$ cat config.mk
export PLATFORM = sky130hd
export DESIGN_NAME = rtc_flagctl
export DESIGN_NICKNAME = d
export VERILOG_FILES = /design/src/rtl/rtc_flagctl_pkg.sv /design/src/rtl/rtc_sticky_flag.sv /design/src/rtl/rtc_comp_timer.sv /design/src/rtl/rtc_upd_irq.sv /design/src/rtl/rtc_flagctl.sv
export SDC_FILE = /design/constraint.sdc
export NUM_CORES = 1
export LEC_CHECK = 0
export ABC_CLOCK_PERIOD_IN_PS = 3400
export BUFFER_PORTS_ARGS = -buffer_cell sky130_fd_sc_hd__buf_2
export CORE_MARGIN = 5
export CORE_UTILIZATION = 51
export DETAILED_ROUTE_END_ITERATION = 6
export PLACE_DENSITY_LB_ADDON = 0.15
export SLEW_MARGIN = 15
export SYNTH_ARGS = -nofsm -noshare
export SYNTH_HDL_FRONTEND = slang
export SYNTH_SLANG_ARGS = --single-unit
$ cat constraint.sdc
create_clock -name clk -period 3.4 [get_ports clk]
set_input_delay 0.17 -clock clk [delete_from_list [all_inputs] [get_ports clk]]
set_output_delay 0.17 -clock clk [all_outputs]
set_load 0.05 [all_outputs]
$ cat src/rtl/rtc_flagctl_pkg.sv
// Package: shared types for the RTC status/control slice.
// Assumes the control register layout is fixed at 8 bits.
package rtc_flagctl_pkg;

    // Compensation interval select code (control bits 7:6)
    typedef enum logic [1:0] {
        CI_HALF    = 2'b00,
        CI_TWO     = 2'b01,
        CI_TEN     = 2'b10,
        CI_THIRTY  = 2'b11
    } comp_sel_e;

    // Stored (writable) fields of the control register
    typedef struct packed {
        comp_sel_e sel;
        logic      uie;
        logic      tie;
        logic      aie;
        logic      rst;
    } ctrl_t;

    // Status flag indices (bit positions in the status register)
    localparam int unsigned FLG_LOSS  = 0;
    localparam int unsigned FLG_CSTOP = 1;
    localparam int unsigned FLG_UPD   = 2;
    localparam int unsigned NFLAG     = 3;

endpackage

$ cat src/rtl/rtc_sticky_flag.sv
// Module: one sticky status flag.
// Set has priority over clear; clear comes from writing 0 to the bit.
// Assumes set and clr are single-cycle qualified pulses.
module rtc_sticky_flag #(
    parameter bit RST_VAL = 1'b0
) (
    input  logic clk,
    input  logic rst_n,
    input  logic set,
    input  logic clr,
    output logic q
);

    // Hold the flag: event sets, software zero-write clears, event wins
    always_ff @(posedge clk) begin
        if (!rst_n) begin
            q <= RST_VAL;
        end else begin
            q <= set | (q & ~clr);
        end
    end

endmodule

$ cat src/rtl/rtc_comp_timer.sv
// Module: compensation interval divider.
// Counts 2 Hz ticks and emits a one-cycle strobe when the selected
// interval completes. A restart zeroes the count (and wins over a tick).
// Assumes tick is a single-cycle pulse and TICKS_PER_SEC >= 1.
module rtc_comp_timer
    import rtc_flagctl_pkg::*;
#(
    parameter int unsigned TICKS_PER_SEC = 2
) (
    input  logic      clk,
    input  logic      rst_n,
    input  logic      tick,
    input  logic      restart,
    input  comp_sel_e sel,
    output logic      strobe
);

    localparam int unsigned HALF_T   = (TICKS_PER_SEC / 2 < 1) ? 1 : TICKS_PER_SEC / 2;
    localparam int unsigned TWO_T    = 2 * TICKS_PER_SEC;
    localparam int unsigned TEN_T    = 10 * TICKS_PER_SEC;
    localparam int unsigned THIRTY_T = 30 * TICKS_PER_SEC;
    localparam int          CNT_W    = $clog2(THIRTY_T + 1);

    logic [CNT_W-1:0] period;
    logic [CNT_W-1:0] cnt;

    // Translate the select code into a tick count
    always_comb begin
        case (sel)
            CI_HALF:   period = CNT_W'(HALF_T);
            CI_TWO:    period = CNT_W'(TWO_T);
            CI_TEN:    period = CNT_W'(TEN_T);
            CI_THIRTY: period = CNT_W'(THIRTY_T);
            default:   period = CNT_W'(TWO_T);
        endcase
    end

    // Count ticks, wrap at the period and pulse the strobe on wrap
    always_ff @(posedge clk) begin
        if (!rst_n) begin
            cnt    <= '0;
            strobe <= 1'b0;
        end else if (restart) begin
            cnt    <= '0;
            strobe <= 1'b0;
        end else if (tick) begin
            if (cnt >= period - 1'b1) begin
                cnt    <= '0;
                strobe <= 1'b1;
            end else begin
                cnt    <= cnt + 1'b1;
                strobe <= 1'b0;
            end
        end else begin
            strobe <= 1'b0;
        end
    end

endmodule

$ cat src/rtl/rtc_upd_irq.sv
// Module: update-interrupt pull-down control.
// Raises irq when the update flag goes 0->1 with the enable set (new
// enable value included). Drops it when the flag clears or the enable
// goes to 0. Assumes upd_clr is the zero-write qualifier for the flag.
module rtc_upd_irq (
    input  logic clk,
    input  logic rst_n,
    input  logic upd_evt,
    input  logic upd_clr,
    input  logic upd_q,
    input  logic uie_next,
    output logic irq
);

    logic flag_next;
    logic rise;

    // Predict the flag's next value and whether this edge is a fresh rise
    always_comb begin
        flag_next = upd_evt | (upd_q & ~upd_clr);
        rise      = upd_evt & (~upd_q | upd_clr);
    end

    // Latch the interrupt on a fresh rise; hold while flag and enable stay
    always_ff @(posedge clk) begin
        if (!rst_n) begin
            irq <= 1'b0;
        end else begin
            irq <= uie_next & flag_next & (irq | rise);
        end
    end

endmodule

$ cat src/rtl/rtc_flagctl.sv
// Module: RTC status flags and control register (top).
// Status at STAT_ADDR, control aliased at CTRL_ADDR_LO/HI. Read data is
// combinational from bus_addr. Assumes event inputs and tick_2hz are
// single-cycle pulses in the clk domain and one access per cycle.
module rtc_flagctl
    import rtc_flagctl_pkg::*;
#(
    parameter int unsigned           ADDR_W        = 5,
    parameter logic [ADDR_W-1:0]     STAT_ADDR     = 5'h0E,
    parameter logic [ADDR_W-1:0]     CTRL_ADDR_LO  = 5'h0F,
    parameter logic [ADDR_W-1:0]     CTRL_ADDR_HI  = 5'h1F,
    parameter int unsigned           TICKS_PER_SEC = 2
) (
    input  logic              clk,
    input  logic              rst_n,
    input  logic [ADDR_W-1:0] bus_addr,
    input  logic              bus_wr,
    input  logic [7:0]        bus_wdata,
    output logic [7:0]        bus_rdata,
    input  logic              loss_evt,
    input  logic              cstop_evt,
    input  logic              upd_evt,
    input  logic              tick_2hz,
    output logic              comp_strobe,
    output logic              irq_pull,
    output logic              tmr_en,
    output logic              alm_en,
    output logic              rst_req
);

    localparam logic [NFLAG-1:0] FLAG_RST = 3'b011;
    localparam ctrl_t CTRL_RST = '{sel: CI_TWO, uie: 1'b0, tie: 1'b0,
                                   aie: 1'b0, rst: 1'b0};

    logic             stat_hit;
    logic             ctrl_hit;
    logic             stat_wr;
    logic             ctrl_wr;
    logic [NFLAG-1:0] flag_set;
    logic [NFLAG-1:0] flag_clr;
    logic [NFLAG-1:0] flag_q;
    ctrl_t            ctrl_q;
    logic             uie_next;
    logic             upd_flag;
    logic             uie_q;

    // Decode address hits and write qualifiers
    always_comb begin
        stat_hit = (bus_addr == STAT_ADDR);
        ctrl_hit = (bus_addr == CTRL_ADDR_LO) || (bus_addr == CTRL_ADDR_HI);
        stat_wr  = bus_wr & stat_hit;
        ctrl_wr  = bus_wr & ctrl_hit;
        uie_next = ctrl_wr ? bus_wdata[5] : ctrl_q.uie;
    end

    // Gather event pulses into the flag set vector
    always_comb begin
        flag_set            = '0;
        flag_set[FLG_LOSS]  = loss_evt;
        flag_set[FLG_CSTOP] = cstop_evt;
        flag_set[FLG_UPD]   = upd_evt;
    end

    generate
        for (genvar i = 0; i < NFLAG; i++) begin : g_flag
            assign flag_clr[i] = stat_wr & ~bus_wdata[i];
            rtc_sticky_flag #(
                .RST_VAL (FLAG_RST[i])
            ) u_flag (
                .clk   (clk),
                .rst_n (rst_n),
                .set   (flag_set[i]),
                .clr   (flag_clr[i]),
                .q     (flag_q[i])
            );
        end
    endgenerate

    // Store the writable control fields; bits 2:1 are never stored
    always_ff @(posedge clk) begin
        if (!rst_n) begin
            ctrl_q <= CTRL_RST;
        end else if (ctrl_wr) begin
            ctrl_q.sel <= comp_sel_e'(bus_wdata[7:6]);
            ctrl_q.uie <= bus_wdata[5];
            ctrl_q.tie <= bus_wdata[4];
            ctrl_q.aie <= bus_wdata[3];
            ctrl_q.rst <= bus_wdata[0];
        end
    end

    // Return the addressed register, zero for unmapped addresses
    always_comb begin
        bus_rdata = 8'h00;
        if (stat_hit) begin
            bus_rdata[NFLAG-1:0] = flag_q;
        end else if (ctrl_hit) begin
            bus_rdata = {ctrl_q.sel, ctrl_q.uie, ctrl_q.tie, ctrl_q.aie,
                         2'b00, ctrl_q.rst};
        end
    end

    rtc_comp_timer #(
        .TICKS_PER_SEC (TICKS_PER_SEC)
    ) u_comp (
        .clk     (clk),
        .rst_n   (rst_n),
        .tick    (tick_2hz),
        .restart (ctrl_wr),
        .sel     (ctrl_q.sel),
        .strobe  (comp_strobe)
    );

    rtc_upd_irq u_irq (
        .clk      (clk),
        .rst_n    (rst_n),
        .upd_evt  (upd_evt),
        .upd_clr  (flag_clr[FLG_UPD]),
        .upd_q    (flag_q[FLG_UPD]),
        .uie_next (uie_next),
        .irq      (irq_pull)
    );

    // Bring out control fields consumed by neighbouring blocks
    always_comb begin
        tmr_en   = ctrl_q.tie;
        alm_en   = ctrl_q.aie;
        rst_req  = ctrl_q.rst;
        upd_flag = flag_q[FLG_UPD];
        uie_q    = ctrl_q.uie;
    end

endmodule

==> results of run 1 <==
[cells by family (layout without fill, tap and decap cells)]
logic type / after synthesis / in the layout / synth area share
xor gates and xnor gates: 5 / 5 / 0.0491
adders and majority gates: 6 / 6 / 0.0841
muxes: 2 / 2 / 0.0224
and+or+nand+nor: 48 / 48 / 0.286
buffers and inverters: 8 / 40 / 0.0435
AOI/OAI and AO/OA: 16 / 16 / 0.133
DFF: 17 / 17 / 0.381
[flip-flops by register name, indices dropped and copies added, names as in the netlist]
name / cells
u_comp.cnt: 6
g_flag.u_flag.q: 3
ctrl_q: 2
alm_en: 1
rst_req: 1
tmr_en: 1
u_comp.strobe: 1
u_irq.irq: 1
uie_q: 1
[metrics by stage]
stage / hold slack [ns] / worst slack (ns) / cell area [um^2] / power (mW) / util
6_report: 0.0606 / 1.60 / 1080 / 0.368 / 0.638
5_1_grt: 0.0437 / 1.47 / 1080 / 0.391 / 0.638
4_1_cts: 0.0438 / 1.58 / 1080 / 0.374 / 0.638
3_5_place_dp: 0.360 / 1.60 / 1050 / 0.264 / 0.621
3_3_place_gp: 0.355 / 1.68 / 1050 / 0.263 / 0.621
2_1_floorplan: 0.276 / 1.77 / 892 / 0.246 / -
[power groups by stage]
stage,Clock (mW),Sequential (mW),Combinational (mW)
6_report,0.109,0.209,0.0501
5_1_grt,0.123,0.210,0.0572
4_1_cts,0.115,0.209,0.0507
3_5_place_dp,0,0.213,0.0508
3_3_place_gp,0,0.213,0.0494
2_1_floorplan,0,0.215,0.0311
[layout by cell type, fill, tap and decap left out, drive strengths merged]
cell type  Yosys  routed
a21boi         5       5
a21o           1       1
a21oi          3       3
a22oi          1       1
a2bb2oi        1       1
and2           7       7
and3           1       1
and4           1       1
buf            3      32
clkbuf         1       3
clkinv         0       1
dfxtp         17      17
ha             6       6
inv            4       4
mux2i          2       2
nand2         10      10
nand2b         1       1
nand3          9       9
nand3b         2       2
nand4          3       3
nor2           9       9
nor3           1       1
o2111ai        1       1
o21ai          4       4
or2            1       1
or3b           1       1
or4b           2       2
xnor2          2       2
xor2           3       3
[worst max-delay path, stage by stage (launching register included)]
cell       delay (ns)
dfxtp_1          0.39
nand2_1          0.10
ha_1             0.30
nand3_1          0.09
or3b_1           0.41
o2111ai_2        0.31
nor2_1           0.09
[cell type report]
cell class                 count  area share
clock buffer                   3      0.0209
clock inverter                 1     0.00465
inverter                       4      0.0139
multi-input combinational     77       0.476
sequential                    17       0.316
tap                           17      0.0197
timing repair buffer          32       0.149
[per-layer routing]
metal	part of all wire	vias up	routed length (um)	track usage
met5	0	-	0	0
met4	0.0055	0	10	0.0655
met3	0.060	2	109	0.0372
met2	0.50	24	913	0.278
met1	0.43	371	793	0.185
li1	-	423	-	-
[path summary, 6_finish.rpt]
kind | from | endpoint | slack [ns] | depth (start not counted)
setup reg to reg | ctrl_q[4] | u_comp.cnt[5] | 1.60 | 6
setup / recovery | ctrl_q[4] | u_comp.cnt[5] | 1.60 | 6
hold / removal | loss_evt | g_flag[0].u_flag.q | 0.06 | 2
hold reg to reg | tmr_en | tmr_en | 0.48 | 2
==> summary.txt, run 1 <==
CTS
  – Worst-skew pair later-pin latency: just under 0.3 ns
  – Resized cells post-CTS: 0
  – Depth of the CTS H-tree: 1
  – CTS buffer count: 3
  – Setup Buffers After CTS: 0
  – TritonCTS clock tree: done
  – Root Driver: clkbuf_4
  – Reg clk slew, reported paths: ~0.1 ns
  – Hold Buf Count CTS: 0
  – Number of clock sinks: 17
  – Max clock buf depth: 2

Power and ir drop
  – Seq pwr share: 0.568
  – Lkg Pwr: 0.524 nW
  – Combinational share of power: 0.136
  – Internal Power: 0.270 mW
  – Sw frac: 0.265
  – Power share of the clock group: 0.295
  – P_sw: between 0.09 and 0.1 mW
  – Power Dens Cells: between 300 and 400 nW/um^2
  – VDD IR max: 0.000161 V

Worst setup path
  – Crit path capture type: register
  – Critical path fanouts, max: 6
  – Crit path launch type: register
  – Arr. time, crit path: 1.98 ns
  – Worst path required time: 3.57 ns
  – Kind of critical path: reg2reg

Synthesis
  – Synthesized area per cell: about 8.7 um^2
  – Yosys reg bits: 17
  – Syn Nets: 128
  – Synth cell count leaders: dfxtp_1, nand2_1, nand3_1, nor2_1, and2_1
  – Synth top area cells: dfxtp_1, ha_1, nand3_1
  – Synth top area share: 0.381
  – Sequential-to-total area share from yosys stat: 0.381
  – Most frequent cell after synthesis: dfxtp_1
  – Mapped cell area: a little under 900 um^2
  – Async S/R FF share, synth: 0
  – Synth warnings: 0
  – Leading area contributor after synthesis: dfxtp_1
  – Unique masters post-synth: 31
  – Post-Synthesis Cells: 102
  – Main flop type after synthesis: dfxtp_1
  – Post-synth EDFFs: 0

Cells and area
  – Fillers: between 150 and 200
  – Layout cells sized above 1: 0.299
  – ANT cells: 0
  – Register area: 340 um^2
  – Post-layout net count: 161
  – Synth-to-Final Area Change: 20.8%
  – Multi-input gate area: roughly 510 um^2
  – Final cell count without fillers: 151

Die
  – Initial Utilization: 0.528
  – Core region area: 1690 um^2
  – Chip width: 51.8 um
  – Std-Cell Rows: 15
  – DIE HEIGHT: slightly above 50 um
  – Top Ports: 33
  – Die area: ~2700 um^2

Route
  – Drt wl/cell: 12.1 um
  – Via count: 820
  – Total iterations of the first detailed-routing run: 4
  – DRC viols: 0
  – Detailed router's first-iteration violation count: 7
  – ANT nets after route: 0
  – DRT Wirelength: 1830 um
  – Vias per inst: 5.43

Timing
  – # setup viols final: 0
  – Setup total negative slack: 0 ns
  – FMAX: 0.555 GHz
  – Worst-Margin Slew: 0.353 ns
  – Unrepaired setup endpoints after global routing: no
  – Clock skew: 0.00308 ns
  – Period utilization: 0.530
  – Slew Limit Headroom: 0.765
  – Hold Vio Cnt, Final: 0
  – Max-slew violations: 0
  – Post-layout min period: 1.80 ns

Placement
  – PortBufs: 32
  – Post-Place Cells: 147
  – HPWL after DPL: 1460 um
  – Placer congestion estimate: 0.807

Global route
  – First-pass GRT wire length: 3240 um
  – Initial antenna violation count: 0
  – Vias in the first global route: 804
  – GRT Util Overall: 0.160
  – GRT overflow: 0
  – Largest net degree at the start of global routing: 13

Outcome
  – Status: finished, final reports clean

Flow run
  – Max Cap Violations: 0

Min path
  – Min-delay worst type: in2reg
Power figures use the tool's default switching activity.
==> inputs of run 2 (changes only) <==
--- a/config.mk
+++ b/config.mk
@@ -5,10 +5,10 @@
 export SDC_FILE = /design/constraint.sdc
 export NUM_CORES = 1
 export LEC_CHECK = 0
-export ABC_CLOCK_PERIOD_IN_PS = 3400
+export ABC_CLOCK_PERIOD_IN_PS = 1600
 export BUFFER_PORTS_ARGS = -buffer_cell sky130_fd_sc_hd__buf_2
 export CORE_MARGIN = 5
-export CORE_UTILIZATION = 51
+export CORE_UTILIZATION = 43
 export DETAILED_ROUTE_END_ITERATION = 6
 export PLACE_DENSITY_LB_ADDON = 0.15
 export SLEW_MARGIN = 15
==> constraint.sdc (replaced) <==
create_clock -name clk -period 1.6 [get_ports clk]
set_input_delay 0.08 -clock clk [delete_from_list [all_inputs] [get_ports clk]]
set_output_delay 0.08 -clock clk [all_outputs]
set_load 0.05 [all_outputs]
==> summary.txt, run 2 (same netlist as run 1, synthesis figures left out) <==
Outcome
  – Status: finished with violations
  – Violated checks: negative setup slack

Worst setup path
  – Arr. time, crit path: 1.86 ns (-0.12 ns)
  – Kind of critical path: reg2reg
  – Critical path fanouts, max: 6 (unchanged)
  – Crit path capture type: register
  – Worst path required time: 1.77 ns (-1.80 ns)
  – CP max stage cell: or3b_4
  – Max incr delay on CP: 0.41 ns (about the same)
  – Crit path launch type: register
  – Critical Path, Cell by Cell: nand2_4 -> ha_4 -> nand3_4 -> or3b_4 -> o2111ai_4 -> nor2_1

Global route
  – Initial antenna violation count: 0 (unchanged)
  – GR Layer Usage met1: 0.192 (+0.00729)
  – GRT Util Overall: 0.155 (-0.00431)
  – GRT met2 Usage: 0.258 (-0.0198)
  – Busiest grt layer: met2
  – GR Layer Usage met3: 0.0326 (-0.00462)
  – Vias in the first global route: 898 (+12%)
  – First-pass GRT wire length: 3940 um (+21%)
  – Largest net degree at the start of global routing: 13 (unchanged)
  – GRT overflow: 0 (unchanged)

CTS
  – Depth of the CTS H-tree: 1 (unchanged)
  – Number of clock sinks: 17 (unchanged)
  – TritonCTS clock tree: done
  – Reg clk slew, reported paths: 0.09 ns (about the same)
  – CTS buffer count: 3 (unchanged)
  – Worst-skew pair later-pin latency: 0.27 ns (-0.02 ns)
  – Max clock buf depth: 2 (unchanged)
  – Root Driver: clkbuf_4

Cells and area
  – Synth-to-Final Area Change: 41.5%
  – Max reg flops: 6 (unchanged)
  – Top reg by flops: u_comp.cnt
  – Final cell count without fillers: 171 (+13%)
  – Most frequent cells in the layout: buf_2, dfxtp_1, nand2_1, nand3_1, buf_4
  – Fillers: 189 (+13%)
  – Final Cell Area: 1260 um^2 (+17%)
  – ANT cells: 0 (unchanged)
  – Largest registers: u_comp.cnt: 6 flops, g_flag.u_flag.q: 3 flops, ctrl_q: 2 flops
  – Post-layout net count: 171 (+6.2%)
  – Commonest non-fill, non-tap cell in the layout: buf_2
  – Layout cells sized above 1: 0.417 (+0.118)

Route
  – ANT nets after route: 0 (unchanged)
  – DRC viols: 0 (unchanged)
  – Via count: 848 (+3.4%)
  – Drt wl/cell: 13.3 um (+10%)
  – DRT Wirelength: 2270 um (+25%)
  – Detailed router's first-iteration violation count: 11 (+4)
  – Vias per inst: 4.96 (-8.7%)
  – Total iterations of the first detailed-routing run: 3 (-1)

Die
  – Std-Cell Rows: 16 (+1)
  – Chip width: 55.6 um (+7.2%)
  – Top Ports: 33 (unchanged)
  – Initial Utilization: 0.455 (-0.0734)
  – Core region area: 1960 um^2 (+16%)
  – DIE HEIGHT: 55.6 um (+7.2%)
  – Die area: 3090 um^2 (+15%)

Timing
  – Worst-Margin Slew: 0.343 ns (-0.0101 ns)
  – Max-slew violations: 0 (unchanged)
  – Period utilization: 1.06 (+0.527)
  – Slew Limit Headroom: 0.771 (+0.00620)
  – Clock skew: 0.00114 ns (-0.00194 ns)
  – Post-layout min period: 1.69 ns (-0.112 ns)
  – Setup ws final: -0.0915 ns (-1.69 ns)
  – # setup viols final: 7 (+7)
  – FMAX: 0.591 GHz (+6.6%)
  – Hold Vio Cnt, Final: 0 (unchanged)
  – Setup total negative slack: -0.521 ns (-0.521 ns)
  – Unrepaired setup endpoints after global routing: yes

Power and ir drop
  – P_sw: 0.213 mW (+120%)
  – Sw frac: 0.261 (-0.00442)
  – VDD IR max: 0.000671 V (+320%)
  – Combinational share of power: 0.192 (+0.056)
  – Lkg Pwr: 0.585 nW (+11%)
  – Internal Power: 0.603 mW (+120%)
  – Seq pwr share: 0.540 (-0.028)
  – Power share of the clock group: 0.268 (-0.027)
  – Power Dens Cells: 647 nW/um^2 (+90%)

Placement
  – PortBufs: 32 (unchanged)
  – Setup Slack @ Placement: -0.195 ns (-1.80 ns)
  – Post-Place Cells: 164 (+12%)
  – Post-DP Area: 1120 um^2 (+6.3%)
  – HPWL after DPL: 1700 um (+16%)
  – Placer congestion estimate: 0.773 (-4.2%)

Flow run
  – Max Cap Violations: 0 (unchanged)

Min path
  – Min-delay worst type: in2reg
==> run 2: cell type report <==
class | instances | area [um^2] | share of cell area
multi-input cells | 77 | 602 | 0.477
clock buffers | 4 | 26.3 | 0.0208
inverters | 4 | 15.0 | 0.0119
flip-flops and latches | 17 | 345 | 0.274
repair buffers | 42 | 240 | 0.190
well taps | 27 | 33.8 | 0.0268
==> run 2: path summary, 6_finish.rpt <==
path | start | to | slack, ns | depth (start not counted)
worst max-delay path | ctrl_q[5] | u_comp.cnt[4] | -0.09 | 6
worst min-delay path | bus_wdata[1] | g_flag[1].u_flag.q | 0.05 | 3
worst max register to register | ctrl_q[5] | u_comp.cnt[4] | -0.09 | 6
worst min register to register | tmr_en | tmr_en | 0.49 | 2
==> run 2: routing by layer <==
metal / up-vias / part of all wire
met5: - / 0
met4: 0 / 0.010
met3: 2 / 0.056
met2: 17 / 0.52
met1: 392 / 0.41
li1: 437 / -
==> run 2: through the flow <==
step | util | total power [mW] | hold WS (ns)
floorplan | - | 0.523 | 0.186
global placement | 0.569 | 0.565 | 0.269
CTS | 0.612 | 0.805 | 0.0392
finish | 0.643 | 0.816 | 0.0451
global route | 0.643 | 0.868 | 0.0345
detailed placement | 0.569 | 0.573 | 0.278
==> run 2: worst max-delay path: cells and delay by family, from the launching register on <==
| family | cells | cell delay (ns) |
|---|---|---|
| and+or+nand+nor | 4 | 0.62 |
| DFF | 1 | 0.38 |
| AOI/OAI and AO/OA | 1 | 0.30 |
| adders and majority gates | 1 | 0.28 |
==> run 2: power groups by stage <==
stage | combinational (mW) | clock [mW] | sequential (mW)
final | 0.157 | 0.219 | 0.441
after global routing | 0.173 | 0.253 | 0.443
after CTS | 0.136 | 0.227 | 0.442
after detailed placement | 0.121 | 0 | 0.452
after global placement | 0.115 | 0 | 0.451
after floorplan | 0.0659 | 0 | 0.457
==> run 2: repair_timing <==
action | in CTS | in global routing
cloned | 0 | 0
endpoints found under the setup margin | 7 | 7
hold buffers | 2 | 0
setup buffers | 0 | 1
pin swaps | 10 | 8
hold endpoints to repair | 2 | 0
resized for setup | 8 | 10
==> inputs of run 3 (changes only) <==
--- a/config.mk
+++ b/config.mk
@@ -7,9 +7,12 @@
 export LEC_CHECK = 0
 export ABC_CLOCK_PERIOD_IN_PS = 1600
 export BUFFER_PORTS_ARGS = -buffer_cell sky130_fd_sc_hd__buf_2
+export CELL_PAD_IN_SITES_DETAIL_PLACEMENT = 1
+export CELL_PAD_IN_SITES_GLOBAL_PLACEMENT = 2
 export CORE_MARGIN = 5
-export CORE_UTILIZATION = 43
+export CORE_UTILIZATION = 24
 export DETAILED_ROUTE_END_ITERATION = 6
+export MAX_ROUTING_LAYER = met4
 export PLACE_DENSITY_LB_ADDON = 0.15
 export SLEW_MARGIN = 15
 export SYNTH_ARGS = -nofsm -noshare
==> summary.txt, run 3 (same netlist as run 1, synthesis figures left out) <==
Outcome
  – Status: finished with violations
  – Violated checks: negative setup slack

Cells and area
  – Layout cells sized above 1: 0.415 (-0.00117)
  – Final Cell Area: 1290 um^2 (+2.4%)
  – Final cell count without fillers: 190 (+11%)
  – Max reg flops: 6 (unchanged)
  – Most frequent cells in the layout: buf_2, dfxtp_1, nor2_1, nand2_1
  – Commonest non-fill, non-tap cell in the layout: buf_2
  – Post-layout net count: 169 (-1.2%)
  – Final core utilization: 0.356 (-0.288)
  – Fillers: 455 (+140%)
  – Largest registers: u_comp.cnt: 6 flops, g_flag.u_flag.q: 3 flops, ctrl_q: 2 flops
  – Multi-input gate area: 603 um^2 (+0.21%)
  – Register area: 348 um^2 (+0.72%)
  – ANT cells: 0 (unchanged)
  – Top reg by flops: u_comp.cnt
  – Synth-to-Final Area Change: 44.9%

Placement
  – Setup Slack @ Placement: -0.215 ns (-0.0195 ns)
  – Placer congestion estimate: 0.702 (-9.1%)
  – HPWL after DPL: 1910 um (+12%)
  – PortBufs: 32 (unchanged)
  – Post-DP Area: 1140 um^2 (+2.4%)
  – Post-Place Cells: 185 (+13%)

Global route
  – Initial antenna violation count: 0 (unchanged)
  – Vias in the first global route: 947 (+5.5%)
  – First-pass GRT wire length: 4200 um (+6.5%)
  – GRT overflow: 0 (unchanged)
  – Largest net degree at the start of global routing: 13 (unchanged)
  – GRT Util Overall: 0.108 (-0.0475)

Route
  – Vias per inst: 4.50 (-9.3%)
  – Detailed router's first-iteration violation count: 21 (+10)
  – ANT nets after route: 0 (unchanged)
  – Total iterations of the first detailed-routing run: 3 (unchanged)
  – Drt wl/cell: 13.2 um (-0.86%)
  – Via count: 855 (+0.83%)
  – DRT Wirelength: 2510 um (+10%)
  – DRC viols: 0 (unchanged)

Timing
  – Period utilization: 1.04 (-0.0159)
  – Hold Vio Cnt, Final: 0 (unchanged)
  – Unrepaired setup endpoints after global routing: yes
  – Setup ws final: -0.0661 ns (+0.0255 ns)
  – Max-slew violations: 0 (unchanged)
  – Slew Limit Headroom: 0.770 (-0.00142)
  – Setup total negative slack: -0.347 ns (+0.174 ns)
  – Worst-Margin Slew: 0.345 ns (+0.00213 ns)
  – FMAX: 0.600 GHz (+1.5%)
  – Clock skew: 0.00348 ns (+0.00234 ns)
  – # setup viols final: 7 (unchanged)
  – Post-layout min period: 1.67 ns (-0.0255 ns)

CTS
  – TritonCTS clock tree: done
  – CTS buffer count: 3 (unchanged)
  – Hold Buf Count CTS: 0 (-2)
  – Worst-skew pair later-pin latency: 0.26 ns (about the same)
  – Root Driver: clkbuf_8
  – Depth of the CTS H-tree: 1 (unchanged)
  – Number of clock sinks: 17 (unchanged)
  – Reg clk slew, reported paths: 0.07 ns (-0.02 ns)
  – Max clock buf depth: 2 (unchanged)

Power and ir drop
  – Combinational share of power: 0.166 (-0.026)
  – Seq pwr share: 0.474 (-0.066)
  – Power share of the clock group: 0.360 (+0.092)
  – P_sw: 0.250 mW (+18%)
  – VDD IR max: 0.000216 V (-68%)
  – Lkg Pwr: 0.588 nW (+0.58%)
  – Power Dens Cells: 718 nW/um^2 (+11%)
  – Sw frac: 0.270 (+0.00904)
  – Internal Power: 0.677 mW (+12%)

Die
  – Initial Utilization: 0.246 (-0.209)
  – Die area: 5040 um^2 (+63%)
  – Top Ports: 33 (unchanged)
  – Chip width: 71.0 um (+28%)
  – Core region area: 3630 um^2 (+85%)
  – DIE HEIGHT: 71.0 um (+28%)
  – Std-Cell Rows: 22 (+6)

Worst setup path
  – Critical Path, Cell by Cell: nand2_4 -> ha_4 -> nand3_4 -> or3b_4 -> o2111ai_4 -> nor2_1
  – Top delay family on crit path: simple AND/OR/NAND/NOR gates
  – Max incr delay on CP: 0.41 ns (about the same)
  – CP max stage cell: or3b_4
  – Kind of critical path: reg2reg
  – Arr. time, crit path: 1.81 ns (-0.05 ns)
  – Worst path required time: 1.75 ns (-0.02 ns)
  – Crit path capture type: register
  – R2R Setup Slk: -0.07 ns (+0.03 ns)
  – Buf/Inv on CP: 0 (unchanged)
  – Crit path launch type: register
  – Critical path fanouts, max: 6 (unchanged)

Flow run
  – Max Cap Violations: 0 (unchanged)

Min path
  – Min-delay worst type: in2reg
run 3: path summary, 6_finish.rpt:
| kind | start | endpoint | cells past startpoint |
|---|---|---|---|
| worst min register to register | tmr_en | tmr_en | 2 |
| worst min-delay path | loss_evt | g_flag[0].u_flag.q | 2 |
| worst max-delay path | ctrl_q[5] | u_comp.cnt[3] | 6 |
| worst max register to register | ctrl_q[5] | u_comp.cnt[3] | 6 |
run 3: area by class of cell:
type,count,share of cell area
multi-input combinational,77,0.467
sequential,17,0.269
timing repair buffer,40,0.170
tap,48,0.0465
clock buffer,3,0.0319
inverter,4,0.0116
clock inverter,1,0.00387
run 3: power groups by stage:
| stage | logic [mW] | clock network [mW] | registers (mW) |
|---|---|---|---|
| after floorplan | 0.0659 | 0 | 0.457 |
| after global placement | 0.117 | 0 | 0.451 |
| after detailed placement | 0.121 | 0 | 0.451 |
| after CTS | 0.146 | 0.344 | 0.442 |
| after global routing | 0.171 | 0.361 | 0.441 |
| final | 0.154 | 0.334 | 0.439 |
run 3: what timing repair did:
item                       CTS  global route
setup buffers                1             0
setup endpoints to repair    7             7
pin swaps                   11             9
resized for setup            9             8
run 3: stage by stage:
stage / total power [mW] / hold WS [ns]
2_1_floorplan: 0.523 / 0.186
5_1_grt: 0.973 / 0.0158
3_5_place_dp: 0.573 / 0.282
4_1_cts: 0.932 / 0.00837
6_report: 0.928 / 0.00973
3_3_place_gp: 0.568 / 0.266
run 3: metal layers:
layer,vias to the layer above,track usage,part of all wire
met5,-,-,0
met4,0,0.0438,0.017
met3,5,0.0227,0.040
met2,17,0.184,0.52
met1,399,0.121,0.43
li1,434,-,-
